--- src/rtl/mstat_pkg.sv ---
package mstat_pkg;
  // Strobes from control to datapath
  typedef struct packed {
    logic clrDelta;  // read of the register: clear change flags
    logic useLoop;   // take levels from modem-control outputs
  } mstatStrobe_t;
endpackage

--- src/rtl/mstat_dpath.sv ---
module mstat_dpath
  import mstat_pkg::*;
#(
  parameter int NUM_LINES = 4,
  parameter int SYNC_STAGES = 2,
  parameter logic [NUM_LINES-1:0] TRAIL_MASK = 4'b0100
) (
  input  logic                 clk,
  input  logic                 rstN,
  input  logic [NUM_LINES-1:0] pinN,
  input  logic [NUM_LINES-1:0] loopSrc,
  input  mstatStrobe_t         strobe,
  output logic [NUM_LINES-1:0] lvlQ,
  output logic [NUM_LINES-1:0] deltaQ
);
  logic [NUM_LINES-1:0] srcLvl;
  logic [NUM_LINES-1:0] change;

  for (genvar i = 0; i < NUM_LINES; i++) begin : gLine
    logic [SYNC_STAGES-1:0] chain;

    always_ff @(posedge clk or negedge rstN) begin
      if (!rstN) chain <= '1;
      else       chain <= {chain[SYNC_STAGES-2:0], pinN[i]};
    end

    assign srcLvl[i] = strobe.useLoop ? loopSrc[i] : ~chain[SYNC_STAGES-1];

    if (TRAIL_MASK[i]) begin : gTrail
      // flag only when the asserted level drops (pin 0 -> 1)
      assign change[i] = lvlQ[i] & ~srcLvl[i];

      // a trailing-only flag rises only together with a falling level
      a_r3_trail_only: assert property (@(posedge clk) disable iff (!rstN)
        $rose(deltaQ[i]) |-> $fell(lvlQ[i]));
    end else begin : gAny
      assign change[i] = lvlQ[i] ^ srcLvl[i];
    end
  end

  always_ff @(posedge clk or negedge rstN) begin
    if (!rstN) begin
      lvlQ   <= '0;
      deltaQ <= '0;
    end else begin
      lvlQ   <= srcLvl;
      deltaQ <= (strobe.clrDelta ? '0 : deltaQ) | change;
    end
  end

  // flags are sticky while no read happens
  a_r2_sticky: assert property (@(posedge clk) disable iff (!rstN)
    !strobe.clrDelta |=> ((deltaQ & $past(deltaQ)) == $past(deltaQ)));

  // a read with no fresh change leaves all flags clear
  a_r5_read_clears: assert property (@(posedge clk) disable iff (!rstN)
    (strobe.clrDelta && (change == '0)) |=> (deltaQ == '0));

  // a detected change is never lost, even on a read cycle
  a_r9_change_kept: assert property (@(posedge clk) disable iff (!rstN)
    (change != '0) |=> ((deltaQ & $past(change)) == $past(change)));

  // in loopback the levels follow the control outputs one edge later
  a_r8_loop_levels: assert property (@(posedge clk) disable iff (!rstN)
    (strobe.useLoop && $past(strobe.useLoop)) |-> (lvlQ == $past(loopSrc)));
endmodule

--- src/rtl/mstat_ctrl.sv ---
module mstat_ctrl
  import mstat_pkg::*;
#(
  parameter int NUM_LINES = 4
) (
  input  logic                 clk,
  input  logic                 rstN,
  input  logic                 regRead,
  input  logic                 loopEn,
  input  logic                 intEn,
  input  logic [NUM_LINES-1:0] deltaQ,
  output mstatStrobe_t         strobe,
  output logic                 modemIrq
);
  always_comb begin
    strobe.clrDelta = regRead;
    strobe.useLoop  = loopEn;
  end

  assign modemIrq = intEn & (|deltaQ);

  // with the enable held, the request only drops after a read
  a_r6_irq_drop: assert property (@(posedge clk) disable iff (!rstN)
    (intEn && $past(intEn) && $fell(modemIrq)) |-> $past(regRead));
endmodule

--- src/rtl/uart_modem_status.sv ---
module uart_modem_status
  import mstat_pkg::*;
#(
  parameter int NUM_LINES = 4,
  parameter int SYNC_STAGES = 2,
  parameter logic [NUM_LINES-1:0] TRAIL_MASK = 4'b0100,
  localparam int STAT_W = 2 * NUM_LINES
) (
  input  logic                 clk,
  input  logic                 rstN,
  input  logic [NUM_LINES-1:0] modemPinN,
  input  logic                 loopEn,
  input  logic [NUM_LINES-1:0] loopCtl,
  input  logic                 regRead,
  input  logic                 intEn,
  output logic [STAT_W-1:0]    statusByte,
  output logic                 modemIrq
);
  mstatStrobe_t         strobe;
  logic [NUM_LINES-1:0] lvlQ;
  logic [NUM_LINES-1:0] deltaQ;

  mstat_ctrl #(.NUM_LINES(NUM_LINES)) uCtrl (
    .clk(clk), .rstN(rstN), .regRead(regRead), .loopEn(loopEn),
    .intEn(intEn), .deltaQ(deltaQ), .strobe(strobe), .modemIrq(modemIrq)
  );

  mstat_dpath #(
    .NUM_LINES(NUM_LINES), .SYNC_STAGES(SYNC_STAGES), .TRAIL_MASK(TRAIL_MASK)
  ) uDpath (
    .clk(clk), .rstN(rstN), .pinN(modemPinN), .loopSrc(loopCtl),
    .strobe(strobe), .lvlQ(lvlQ), .deltaQ(deltaQ)
  );

  assign statusByte = {lvlQ, deltaQ};

  // nothing is reported straight out of reset
  a_r1_reset_quiet: assert property (@(posedge clk)
    $rose(rstN) |-> (statusByte == '0));
endmodule

--- config.mk ---
export PLATFORM = sky130hd
export DESIGN_NAME = uart_modem_status
export DESIGN_NICKNAME = d
export VERILOG_FILES = /design/src/rtl/mstat_pkg.sv /design/src/rtl/mstat_dpath.sv /design/src/rtl/mstat_ctrl.sv /design/src/rtl/uart_modem_status.sv
export SDC_FILE = /design/constraint.sdc
export NUM_CORES = 1
export LEC_CHECK = 0
export ABC_AREA = 1
export CAP_MARGIN = 20
export CORE_UTILIZATION = 40
export CTS_CLUSTER_DIAMETER = 120
export CTS_CLUSTER_SIZE = 25
export DETAILED_ROUTE_END_ITERATION = 10
export DONT_BUFFER_PORTS = 1
export PLACE_DENSITY_LB_ADDON = 0.15
export SKIP_LAST_GASP = 1
export SLEW_MARGIN = 20
export SYNTH_ARGS = -nofsm -noshare
export SYNTH_HDL_FRONTEND = slang
export SYNTH_SLANG_ARGS = --single-unit
--- constraint.sdc ---
create_clock -name clk -period 1.3 [get_ports clk]
set_input_delay 0.13 -clock clk [delete_from_list [all_inputs] [get_ports clk]]
set_output_delay 0.13 -clock clk [all_outputs]
set_load 0.005 [all_outputs]
# Word-level counts from Yosys, hierarchy flattened
# Index checks and enable logic that the tools add are counted.
# Widths: inputs -> output; s select.
[word_totals] reg_bits=16 latch_bits=0 ram_bits=0 mem_bits_ro=0 inputBits=13 output_inout_bits=9 elab_cells=23 memories=0
[op_classes] addsub=0 mul=0 div=0 magnitude_cmp=0 n_eq_ne=0 shift=0 mux=5 bitwise_logic=11 n_reduce_logical=1
[ops] operator="$not 1->1" n=5
[ops] operator="$mux 1" n=4
[ops] operator="$mux 4" n=1
[ops] operator="$or 4x4->4" n=1
[ops] operator="$reduce_or 4->1" n=1
[ops] operator="$xor 1x1->1" n=3
[ops] operator="$and 1x1->1" n=2

# Logic depth before layout (Yosys ltp)
# Gate-level depths: netlist (run 1).
[logic_depth] ltp_word=5 ltp_mapped=5 depth_no_buf=4

# Modules after synthesis
# From an unflattened synthesis (run 1), not the netlist that was laid out.
[hier_totals] hier_cells=64 hier_area_um2=629.4
[by_module_without_submodules] module="mstat_dpath" instances=1 cells_per_inst=58 area_each_um2=598.1 seq_area_each_um2=410.4
[by_module_without_submodules] module="mstat_ctrl" instances=1 cells_per_inst=6 area_each_um2=31.3 seq_area_each_um2=0.0

# Worst setup path after synthesis (run 1)
# No wires, ideal clock.
[synth_timing] path_type="reg-to-reg" startpoint="reg uDpath.gLine[0].chain[1]" endpoint="reg uDpath.deltaQ[0]" setup_time_ns=0.068 t_arrival_ns=0.726 required_time_ns=1.232 path_slack_ns=0.506 path_stages_with_launch=5 n_path_buf=0 period_less_slack_ns=0.794 path_cell_list="dfstp_2 inv_1 nand2_1 nand3_1 nand3_1"
[synth_via] elab_chain_len=4
[synth_rtl] item="start: declaration" line_no="mstat_dpath.sv:20" source="logic [SYNC_STAGES-1:0] chain;"
[synth_rtl] item="start signal: assignment" line_no="mstat_dpath.sv:24" source="else chain <= {chain[SYNC_STAGES-2:0], pinN[i]};"
[synth_rtl] item="$not 1->1" line_no="mstat_dpath.sv:27" source="assign srcLvl[i] = strobe.useLoop ? loopSrc[i] : ~chain[SYNC_STAGES-1];"
[synth_rtl] item="$mux 1" line_no="mstat_dpath.sv:27"
[synth_rtl] item="$xor 1x1->1" line_no="mstat_dpath.sv:37" source="assign change[i] = lvlQ[i] ^ srcLvl[i];"
[synth_rtl] item="$or 4x4->4" line_no="mstat_dpath.sv:47" source="deltaQ <= (strobe.clrDelta ? '0 : deltaQ) | change;"
[synth_rtl] item="end signal: assignment" line_no="mstat_dpath.sv:47"
[synth_rtl] item="end: declaration" line_no="mstat_dpath.sv:14" source="output logic [NUM_LINES-1:0] deltaQ"
# Every way passes these cells.

# Worst setup path in the final report (run 1)
[layout_timing] startpoint="in loopEn" endpoint="reg uDpath.lvlQ[2]"
[layout_via] elab_chain_len=1
[layout_rtl] item="start: declaration" line_no="uart_modem_status.sv:12" source="input logic loopEn,"
[layout_rtl] item="$mux 1" line_no="mstat_dpath.sv:27"
[layout_rtl] item="net uDpath.srcLvl[2]" line_no="mstat_dpath.sv:16" source="logic [NUM_LINES-1:0] srcLvl;"
[layout_rtl] item="end signal: assignment" line_no="mstat_dpath.sv:46" source="lvlQ <= srcLvl;"
[layout_rtl] item="end: declaration" line_no="mstat_dpath.sv:13" source="output logic [NUM_LINES-1:0] lvlQ,"
# The timed path passes the listed nets, and every way through them passes these cells.

==> results of run 1 <==
critical path: cells and delay by family:
kind | cells | cell delay (ns)
buf+inv | 2 | 1.14
simple gates | 2 | 0.14
state kept, by name, summed over array words and instances (netlist names):
name / cells
uDpath.lvlQ: 4
uDpath.gLine.chain: 8
uDpath.deltaQ: 4
per-layer routing:
| metal | part of all wire | vias to the layer above |
|---|---|---|
| li1 | - | 215 |
| met1 | 0.38 | 199 |
| met2 | 0.53 | 16 |
| met3 | 0.074 | 3 |
| met4 | 0.018 | 0 |
| met5 | 0 | - |
through the flow:
step                utilization  total power, mW  area (um2)  hold WS [ns]  instances
finish                    0.554            0.981         757       0.00880         89
global route              0.554             1.04         757        0.0205         89
CTS                       0.554             1.00         757       0.00214         89
detailed placement        0.454            0.639         621        -0.165         75
global placement          0.454            0.636         621        -0.165         75
floorplan                     -            0.630         613        -0.166         61
layout by cell type (no fill, tap or decap):
cell type,netlist,final
nand2_1,22,22
dlygate4sd3_1,0,10
dfrtp_1,8,8
dfstp_2,8,8
nand3_1,7,7
inv_1,7,7
nand3b_1,3,3
clkbuf_4,0,3
nor2_1,2,2
or2_1,1,1
inv_2,1,1
a21boi_0,1,1
clkbuf_8,0,1
area by class of cell:
class | instances | area [um2] | area share
clock buffers | 4 | 36.3 | 0.0479
multi-input cells | 36 | 161 | 0.213
well taps | 15 | 18.8 | 0.0248
inverters | 8 | 30.0 | 0.0397
repair buffers | 10 | 100 | 0.132
flip-flops and latches | 16 | 410 | 0.542
power groups by stage:
| stage | Sequential (mW) | Clock (mW) | Combinational, mW |
|---|---|---|---|
| floorplan | 0.577 | 0 | 0.0535 |
| global placement | 0.582 | 0 | 0.0545 |
| detailed placement | 0.583 | 0 | 0.0558 |
| CTS | 0.574 | 0.337 | 0.0905 |
| global route | 0.580 | 0.353 | 0.105 |
| finish | 0.573 | 0.320 | 0.0886 |
final timing paths:
kind,startpoint,end,slack [ns],depth (start not counted)
min in group asynchronous,rstN,uDpath.deltaQ[1],0.30,1
worst max-delay path,loopEn,uDpath.lvlQ[2],0.08,4
worst min register to register,uDpath.gLine[3].chain[0],uDpath.gLine[3].chain[1],0.35,0
worst max register to register,uDpath.gLine[3].chain[1],uDpath.deltaQ[3],0.45,4
worst min-delay path,loopEn,uDpath.lvlQ[2],0.009,2
max in group asynchronous,rstN,uDpath.lvlQ[0],0.57,1
logic make-up (layout without fill, tap and decap cells):
| group | count (synthesis) | count (layout) | synth area share |
|---|---|---|---|
| compound gates | 1 | 1 | 0.0122 |
| buf+inv | 9 | 22 | 0.0673 |
| flops | 16 | 16 | 0.669 |
| simple gates | 35 | 35 | 0.251 |
timing repair:
| item | 4_1_cts | 5_1_grt |
|---|---|---|
| hold buffers | 10 | 0 |
| hold endpoints to repair | 24 | 0 |
| resized for setup | 0 | 0 |
==> results by group, run 1 <==
Worst setup path
  – Critical path arrival: 1.41 ns
  – CP max stage cell: dlygate4sd3_1
  – Crit end category: flop
  – Crit-path cells: dlygate4sd3_1, nand2_1, dlygate4sd3_1, nand2_1
  – Critical path class: in2reg
  – CP required: 1.49 ns
  – Worst Setup Start Kind: input port
  – Largest fanout on the critical path: 6
  – Max stage delay on crit path: 0.60 ns

Yosys
  – Main synth FF type: dfstp_2
  – Number of synthesized flops with an enable pin: 0
  – Syn Inst Count: 61
  – Average size of a mapped cell: 10.1 um2
  – Top-area cell type share of the netlist area: 0.343
  – Synthesized Nets: 74
  – Most frequent cells after synthesis: 22 x nand2_1, 8 x dfrtp_1, 8 x dfstp_2
  – Synth async-reset ratio: 1.00
  – Yosys reg bits: 16
  – Post-Syn Area: 613 um2
  – Top cells by area, synth: dfstp_2 34%, dfrtp_1 33%, nand2_1 13%
  – Dominant cell type by area after synthesis: dfstp_2
  – Post-synth cell types: 11
  – Count leader, synth: nand2_1
  – Sequential share of the synthesized area: 0.669
  – YS warnings: 0

STA
  – Fmax: 0.818 GHz
  – Setup TNS: 0 ns
  – RSZ-0062 raised after global routing: false
  – Worst-Margin Slew: 0.664 ns
  – Final WS setup: 0.0782 ns
  – Period Utilization, post-route: 0.940
  – Rel. slew slack: 0.556
  – Setup violators final: 0
  – Setup Skew: 0.00720 ns
  – Pins Over Slew Limit: 0
  – Final hold vios: 0
  – Min cycle time layout: 1.22 ns

GRT
  – Met1 usage in global routing: 0.140
  – Gr usage total: 0.148
  – GRT overflow: 0
  – Global-route wire length before repair: 1.53 mm
  – Largest net degree at the start of global routing: 17
  – Layer with the highest usage: met2
  – Antenna violations before repair: 0
  – M3 GR Usage: 0.0815
  – GR Util met2: 0.266
  – Number of global-route vias before repair: 394

Status
  – Status: finished clean

Clock tree
  – CTS max path bufs: 2
  – Clk_lat worst skew: 0.29 ns
  – Clk root buf: clkbuf_4
  – CTS tree: done
  – Inserted Clock Buffers: 3
  – Htree depth: 1
  – Post-CTS Setup Inserts: 0
  – Clock Sinks: 16
  – Clock-pin slew on the worst setup and hold paths: 0.09 ns

Placed design
  – Post-DP HPWL: 668 um
  – Place WS: 0.459 ns
  – Final Wtd Congestion: 0.686
  – Buffers on Ports: 0

Finish
  – Area added between synthesis and finish: 23.5%
  – Layout cell share with drive strength beyond 1: 0.176
  – Final net count: 88
  – Fill count: 139
  – Diode count: 0

Pwr
  – Pwr Density: 1300 nW/um2
  – Switching power: 220 uW
  – Gate power share: 0.090
  – Sequential Power Share: 0.584
  – Internal: 761 uW
  – Worst VDD drop: 0.708 mV
  – P_leak: 0.371 nW
  – Switching Share: 0.224
  – Clk pwr share: 0.326

Detailed routing
  – Antenna-violating nets left: 0
  – DR DRC count: 0
  – First drt pass iteration count: 3
  – Initial DRC count: 2
  – Via Count: 433
  – Routed WL per cell: 10.8 um
  – Final wirelength: 959 um
  – Detailed-route vias per instance: 4.87

Floorplanning
  – Die area: 1690 um2
  – Initial Util: 0.449
  – Core Area: 1370 um2
  – IO Pins: 22
  – Row count: 13
  – Chip Width: 41.2 um
  – Die height: 41.2 um

Job
  – Max-cap violation count: 0

Min path
  – Type of the most critical hold path: in2reg
Note: power is estimated with default switching activity, not from simulation.
==> run 2: changes to the inputs <==
ABC_AREA = unset   (was 1)
==> run 2 against run 1 <==
Clock power decreased by 27%. Non-clock buffer count decreased by 3. Sequential cell count unchanged. Synthesized cell count decreased by 34%. Critical endpoint is now modemIrq. Critical path type is now reg2out. Core utilization decreased by 3.8 points. Design area decreased by 11%. Global-route usage decreased by 1.7 points.
==> results by group, run 2 <==
GRT
  – Number of global-route vias before repair: 366
  – GRT overflow: 0
  – Antenna violations before repair: 0
  – Gr usage total: 0.131
  – Largest net degree at the start of global routing: 17
  – Global-route wire length before repair: 1.25 mm

Finish
  – Biggest registers after layout: uDpath.gLine.chain (8), uDpath.deltaQ (4), uDpath.lvlQ (4)
  – Multi-input gate area: 143 um2
  – Area added between synthesis and finish: 19.9%
  – Sequential Area: 410 um2
  – Final net count: 65
  – Largest register FFs: 8
  – Fill count: 127
  – Diode count: 0
  – Biggest register: uDpath.gLine.chain
  – Layout cell share with drive strength beyond 1: 0.280
  – Commonest cells after routing, fill and taps aside: 8 x dfrtp_1, 8 x dfstp_2, 7 x dlygate4sd3_1

Min path
  – Type of the most critical hold path: in2reg

Yosys
  – Post-synth cell types: 11
  – Most frequent cells after synthesis: 8 x dfrtp_1, 8 x dfstp_2, 6 x nor2b_1
  – Dominant cell type by area after synthesis: dfstp_2
  – Yosys reg bits: 16
  – YS warnings: 0
  – Main synth FF type: dfstp_2
  – Synthesized Nets: 53
  – Top-area cell type share of the netlist area: 0.375
  – Synth async-reset ratio: 1.00
  – Post-Syn Area: 561 um2
  – Top cells by area, synth: dfstp_2 38%, dfrtp_1 36%, nor2b_1 6.7%
  – Average size of a mapped cell: 14.0 um2
  – Sequential share of the synthesized area: 0.732
  – Number of synthesized flops with an enable pin: 0
  – Syn Inst Count: 40

Clock tree
  – Clk_lat worst skew: 0.27 ns
  – Inserted Clock Buffers: 3
  – CTS tree: done
  – Htree depth: 1
  – CTS resizes: 0
  – Clk root buf: clkbuf_4
  – CTS max path bufs: 2
  – Clock Sinks: 16
  – Clock-pin slew on the worst setup and hold paths: 0.08 ns
  – Post-CTS Setup Inserts: 0

STA
  – Period Utilization, post-route: 0.958
  – Min cycle time layout: 1.25 ns
  – Final hold vios: 0
  – Setup Skew: 0.00155 ns
  – RSZ-0062 raised after global routing: true
  – Worst-Margin Slew: 0.666 ns
  – Setup violators final: 0
  – Rel. slew slack: 0.554
  – Final WS setup: 0.0542 ns
  – Fmax: 0.803 GHz
  – Pins Over Slew Limit: 0

Detailed routing
  – Antenna-violating nets left: 0
  – Via Count: 331
  – DR DRC count: 0
  – Detailed-route vias per instance: 5.09
  – Final wirelength: 867 um
  – Initial DRC count: 2
  – First drt pass iteration count: 2
  – Routed WL per cell: 13.3 um

Floorplanning
  – Chip Width: 39.4 um
  – Die area: 1560 um2
  – Die height: 39.4 um
  – Core Area: 1300 um2
  – Initial Util: 0.431
  – Row count: 13
  – IO Pins: 22

Worst setup path
  – Max stage delay on crit path: 0.44 ns
  – Critical path class: reg2out
  – Worst Setup Start Kind: flop
  – Critical path arrival: 1.12 ns
  – Crit-path cells: o41a_1
  – Crit end category: output port
  – Largest fanout on the critical path: 3
  – CP required: 1.17 ns
  – Buffer and inverter count on the worst path: 0
  – Crit path max-delay family: compound AO/OA/AOI/OAI gates
  – CP max stage cell: o41a_1

Pwr
  – Final total power: 888 uW
  – Pwr Density: 1320 nW/um2
  – Worst VDD drop: 0.819 mV
  – P_leak: 0.284 nW

Job
  – Max-cap violation count: 0

Placed design
  – Buffers on Ports: 0
  – Place WS: 0.354 ns
  – Final Wtd Congestion: 0.645
  – Post-DP HPWL: 636 um

Status
  – Status: finished clean
==> run 2: path summary, 6_finish.rpt <==
kind                                               start                        to  slack, ns  cells after the start
worst max-delay path                    uDpath.deltaQ[1]                  modemIrq       0.05                      1
min in group asynchronous                           rstN          uDpath.deltaQ[0]       0.33                      1
worst max register to register  uDpath.gLine[2].chain[1]          uDpath.deltaQ[2]       0.43                      2
worst min-delay path                              loopEn            uDpath.lvlQ[0]       0.01                      2
worst min register to register  uDpath.gLine[0].chain[0]  uDpath.gLine[0].chain[1]       0.36                      0
max in group asynchronous                           rstN            uDpath.lvlQ[3]       0.55                      1
==> run 2: power breakdown <==
group | switching [mW] | internal, mW | total [mW]
Clock | 0.125 | 0.107 | 0.233
Combinational | 0.0383 | 0.0425 | 0.0808
Sequential | 0.0284 | 0.546 | 0.574
Total | 0.192 | 0.696 | 0.888
==> run 2: cell families (layout without fill, tap and decap cells) <==
family,Yosys count,in the layout,share of synthesized area
AO/OA/AOI/OAI,6,6,0.0871
multiplexers,3,3,0.0536
AND/OR/NAND/NOR,13,13,0.114
buffers and inverters,2,12,0.0134
flip-flops,16,16,0.732
==> run 2: repair_timing <==
action | in CTS | in global routing
setup endpoints to repair | 0 | 1
hold buffers | 7 | 0
hold endpoints to repair | 24 | 0
==> run 2: routing by layer <==
metal,global-route usage,part of all wire,vias to the layer above
met3,0.0511,0.072,0
met2,0.266,0.55,15
met5,0,0,-
met4,0.0776,0,0
li1,-,-,156
met1,0.0926,0.37,160
==> run 2: metrics by stage <==
step / hold slack (ns) / utilization / area [um2] / setup TNS (ns) / instances
3_3_place_gp: -0.165 / 0.445 / 579 / 0 / 55
6_report: 0.0149 / 0.516 / 672 / 0 / 65
4_1_cts: 0.00195 / 0.516 / 672 / 0 / 65
5_1_grt: 0.00231 / 0.516 / 672 / -0.00321 / 65
2_1_floorplan: -0.166 / - / 561 / 0 / 40
3_5_place_dp: -0.165 / 0.445 / 579 / 0 / 55
==> run 2: final cells by class <==
type / instances / area share
multi-input cells: 22 / 0.212
inverters: 2 / 0.0112
flip-flops and latches: 16 / 0.611
repair buffers: 7 / 0.104
well taps: 15 / 0.0279
clock buffers: 3 / 0.0335
==> run 3: changes to the inputs <==
CORE_MARGIN = 2   (was unset)
==> run 3 against run 2 <==
Design area is 3.0% higher. Largest power group unchanged. Critical path type unchanged. Non-clock buffer count is 2 higher. Total power is 1.6% higher. Final cell count is 3.1% higher. Register-to-register slack barely moved. Sequential power hardly changed. Die area is 10% higher.
==> results by group, run 3 (synthesized netlist as in run 2, its figures left out) <==
Finish
  – Commonest cells after routing, fill and taps aside: 9 x dlygate4sd3_1, 8 x dfrtp_1, 8 x dfstp_2
  – Final net count: 67
  – Area added between synthesis and finish: 23.4%
  – Biggest register: uDpath.gLine.chain
  – Diode count: 0
  – Layout Utilization: 0.532
  – Biggest registers after layout: uDpath.gLine.chain (8), uDpath.deltaQ (4), uDpath.lvlQ (4)
  – Most common library cell in the layout ignoring fill and taps: dlygate4sd3_1
  – Post-Layout Cell Count: 67
  – Fill count: 114
  – Layout cell share with drive strength beyond 1: 0.269
  – Largest register FFs: 8

Worst setup path
  – Crit-path cells: o41a_1
  – CP max stage cell: o41a_1
  – Largest fanout on the critical path: 3
  – R2R cell count: 3
  – Max stage delay on crit path: 0.44 ns
  – Critical path arrival: 1.13 ns
  – Buffer and inverter count on the worst path: 0
  – WP depth: 1
  – Worst Setup Start Kind: flop
  – CP required: 1.17 ns
  – Critical path class: reg2out
  – Crit path max-delay family: compound AO/OA/AOI/OAI gates
  – Crit end category: output port

STA
  – Rel. slew slack: 0.538
  – Pins Over Slew Limit: 0
  – Min cycle time layout: 1.26 ns
  – Setup Skew: 0.000355 ns
  – Worst-Margin Slew: 0.691 ns
  – Final WS setup: 0.0378 ns
  – Setup violators final: 0
  – Final hold vios: 0
  – RSZ-0062 raised after global routing: false
  – Period Utilization, post-route: 0.971
  – Fmax: 0.792 GHz
  – Final hold slack: 0.00773 ns
  – Setup TNS: 0 ns

Clock tree
  – CTS tree: done
  – Clock Sinks: 16
  – Htree depth: 1
  – Clk_lat worst skew: 0.27 ns
  – Clock-pin slew on the worst setup and hold paths: 0.08 ns
  – Inserted Clock Buffers: 3
  – CTS max path bufs: 2
  – Clk root buf: clkbuf_4

Min path
  – Type of the most critical hold path: in2reg
  – Hold depth: 1

Detailed routing
  – First drt pass iteration count: 2
  – Via Count: 329
  – Initial DRC count: 3
  – Antenna-violating nets left: 0
  – Detailed-route vias per instance: 4.91
  – Final wirelength: 888 um
  – DR DRC count: 0
  – Routed WL per cell: 13.3 um

Placed design
  – Buffers on Ports: 0
  – Final Wtd Congestion: 0.655
  – Place WS: 0.341 ns
  – Placed Cells: 55

Pwr
  – Worst VDD drop: 0.812 mV
  – Pwr Density: 1300 nW/um2
  – P_leak: 0.293 nW

Status
  – Status: finished clean

Floorplanning
  – Chip Width: 41.4 um
  – Die height: 41.4 um
  – Die area: 1720 um2
  – Core Area: 1300 um2
  – Initial Util: 0.431
  – Row count: 13
  – IO Pins: 22

GRT
  – GRT overflow: 0
  – Antenna violations before repair: 0
  – Gr usage total: 0.120
  – Number of global-route vias before repair: 372
  – Global-route wire length before repair: 1.52 mm
  – Largest net degree at the start of global routing: 17

Job
  – Max-cap violation count: 0
-- run 3: final timing paths --
kind                                     startpoint                  endpoint  slack (ns)
max reg2reg                        uDpath.deltaQ[3]          uDpath.deltaQ[3]        0.42
min                                          loopEn            uDpath.lvlQ[2]       0.008
min reg2reg                uDpath.gLine[3].chain[0]  uDpath.gLine[3].chain[1]        0.36
max in group asynchronous                      rstN            uDpath.lvlQ[0]        0.53
min in group asynchronous                      rstN          uDpath.deltaQ[2]        0.33
max                                uDpath.deltaQ[1]                  modemIrq        0.04
-- run 3: layout make-up --
| type | instances | area [um2] | area share |
|---|---|---|---|
| Tap cell | 15 | 18.8 | 0.0271 |
| Inverter | 2 | 7.51 | 0.0108 |
| Timing Repair Buffer | 9 | 90.1 | 0.130 |
| Sequential cell | 16 | 410 | 0.593 |
| Multi-Input combinational cell | 22 | 143 | 0.206 |
| Clock buffer | 3 | 22.5 | 0.0325 |
-- run 3: where the power goes --
group | switching, mW | internal [mW]
Sequential | 0.0277 | 0.546
Combinational | 0.0399 | 0.0464
Clock | 0.134 | 0.107
-- run 3: per-stage QoR --
step	instance area (um2)	power, mW
final	692	0.902
after global routing	692	0.949
after CTS	692	0.919
after detailed placement	579	0.638
after global placement	579	0.635
after floorplan	561	0.624
-- run 3: metal layers --
layer / GRT usage / share of wire / wire [um]
met1: 0.118 / 0.39 / 350
met2: 0.216 / 0.52 / 458
met3: 0.0348 / 0.083 / 74
met4: 0.0774 / 0.0045 / 4
met5: 0 / 0 / 0
-- run 3: repair_timing --
action / in CTS / in global routing
endpoints found under the hold margin: 24 / 0
setup buffers: 0 / 0
resized for setup: 0 / 0
hold buffers: 9 / 0
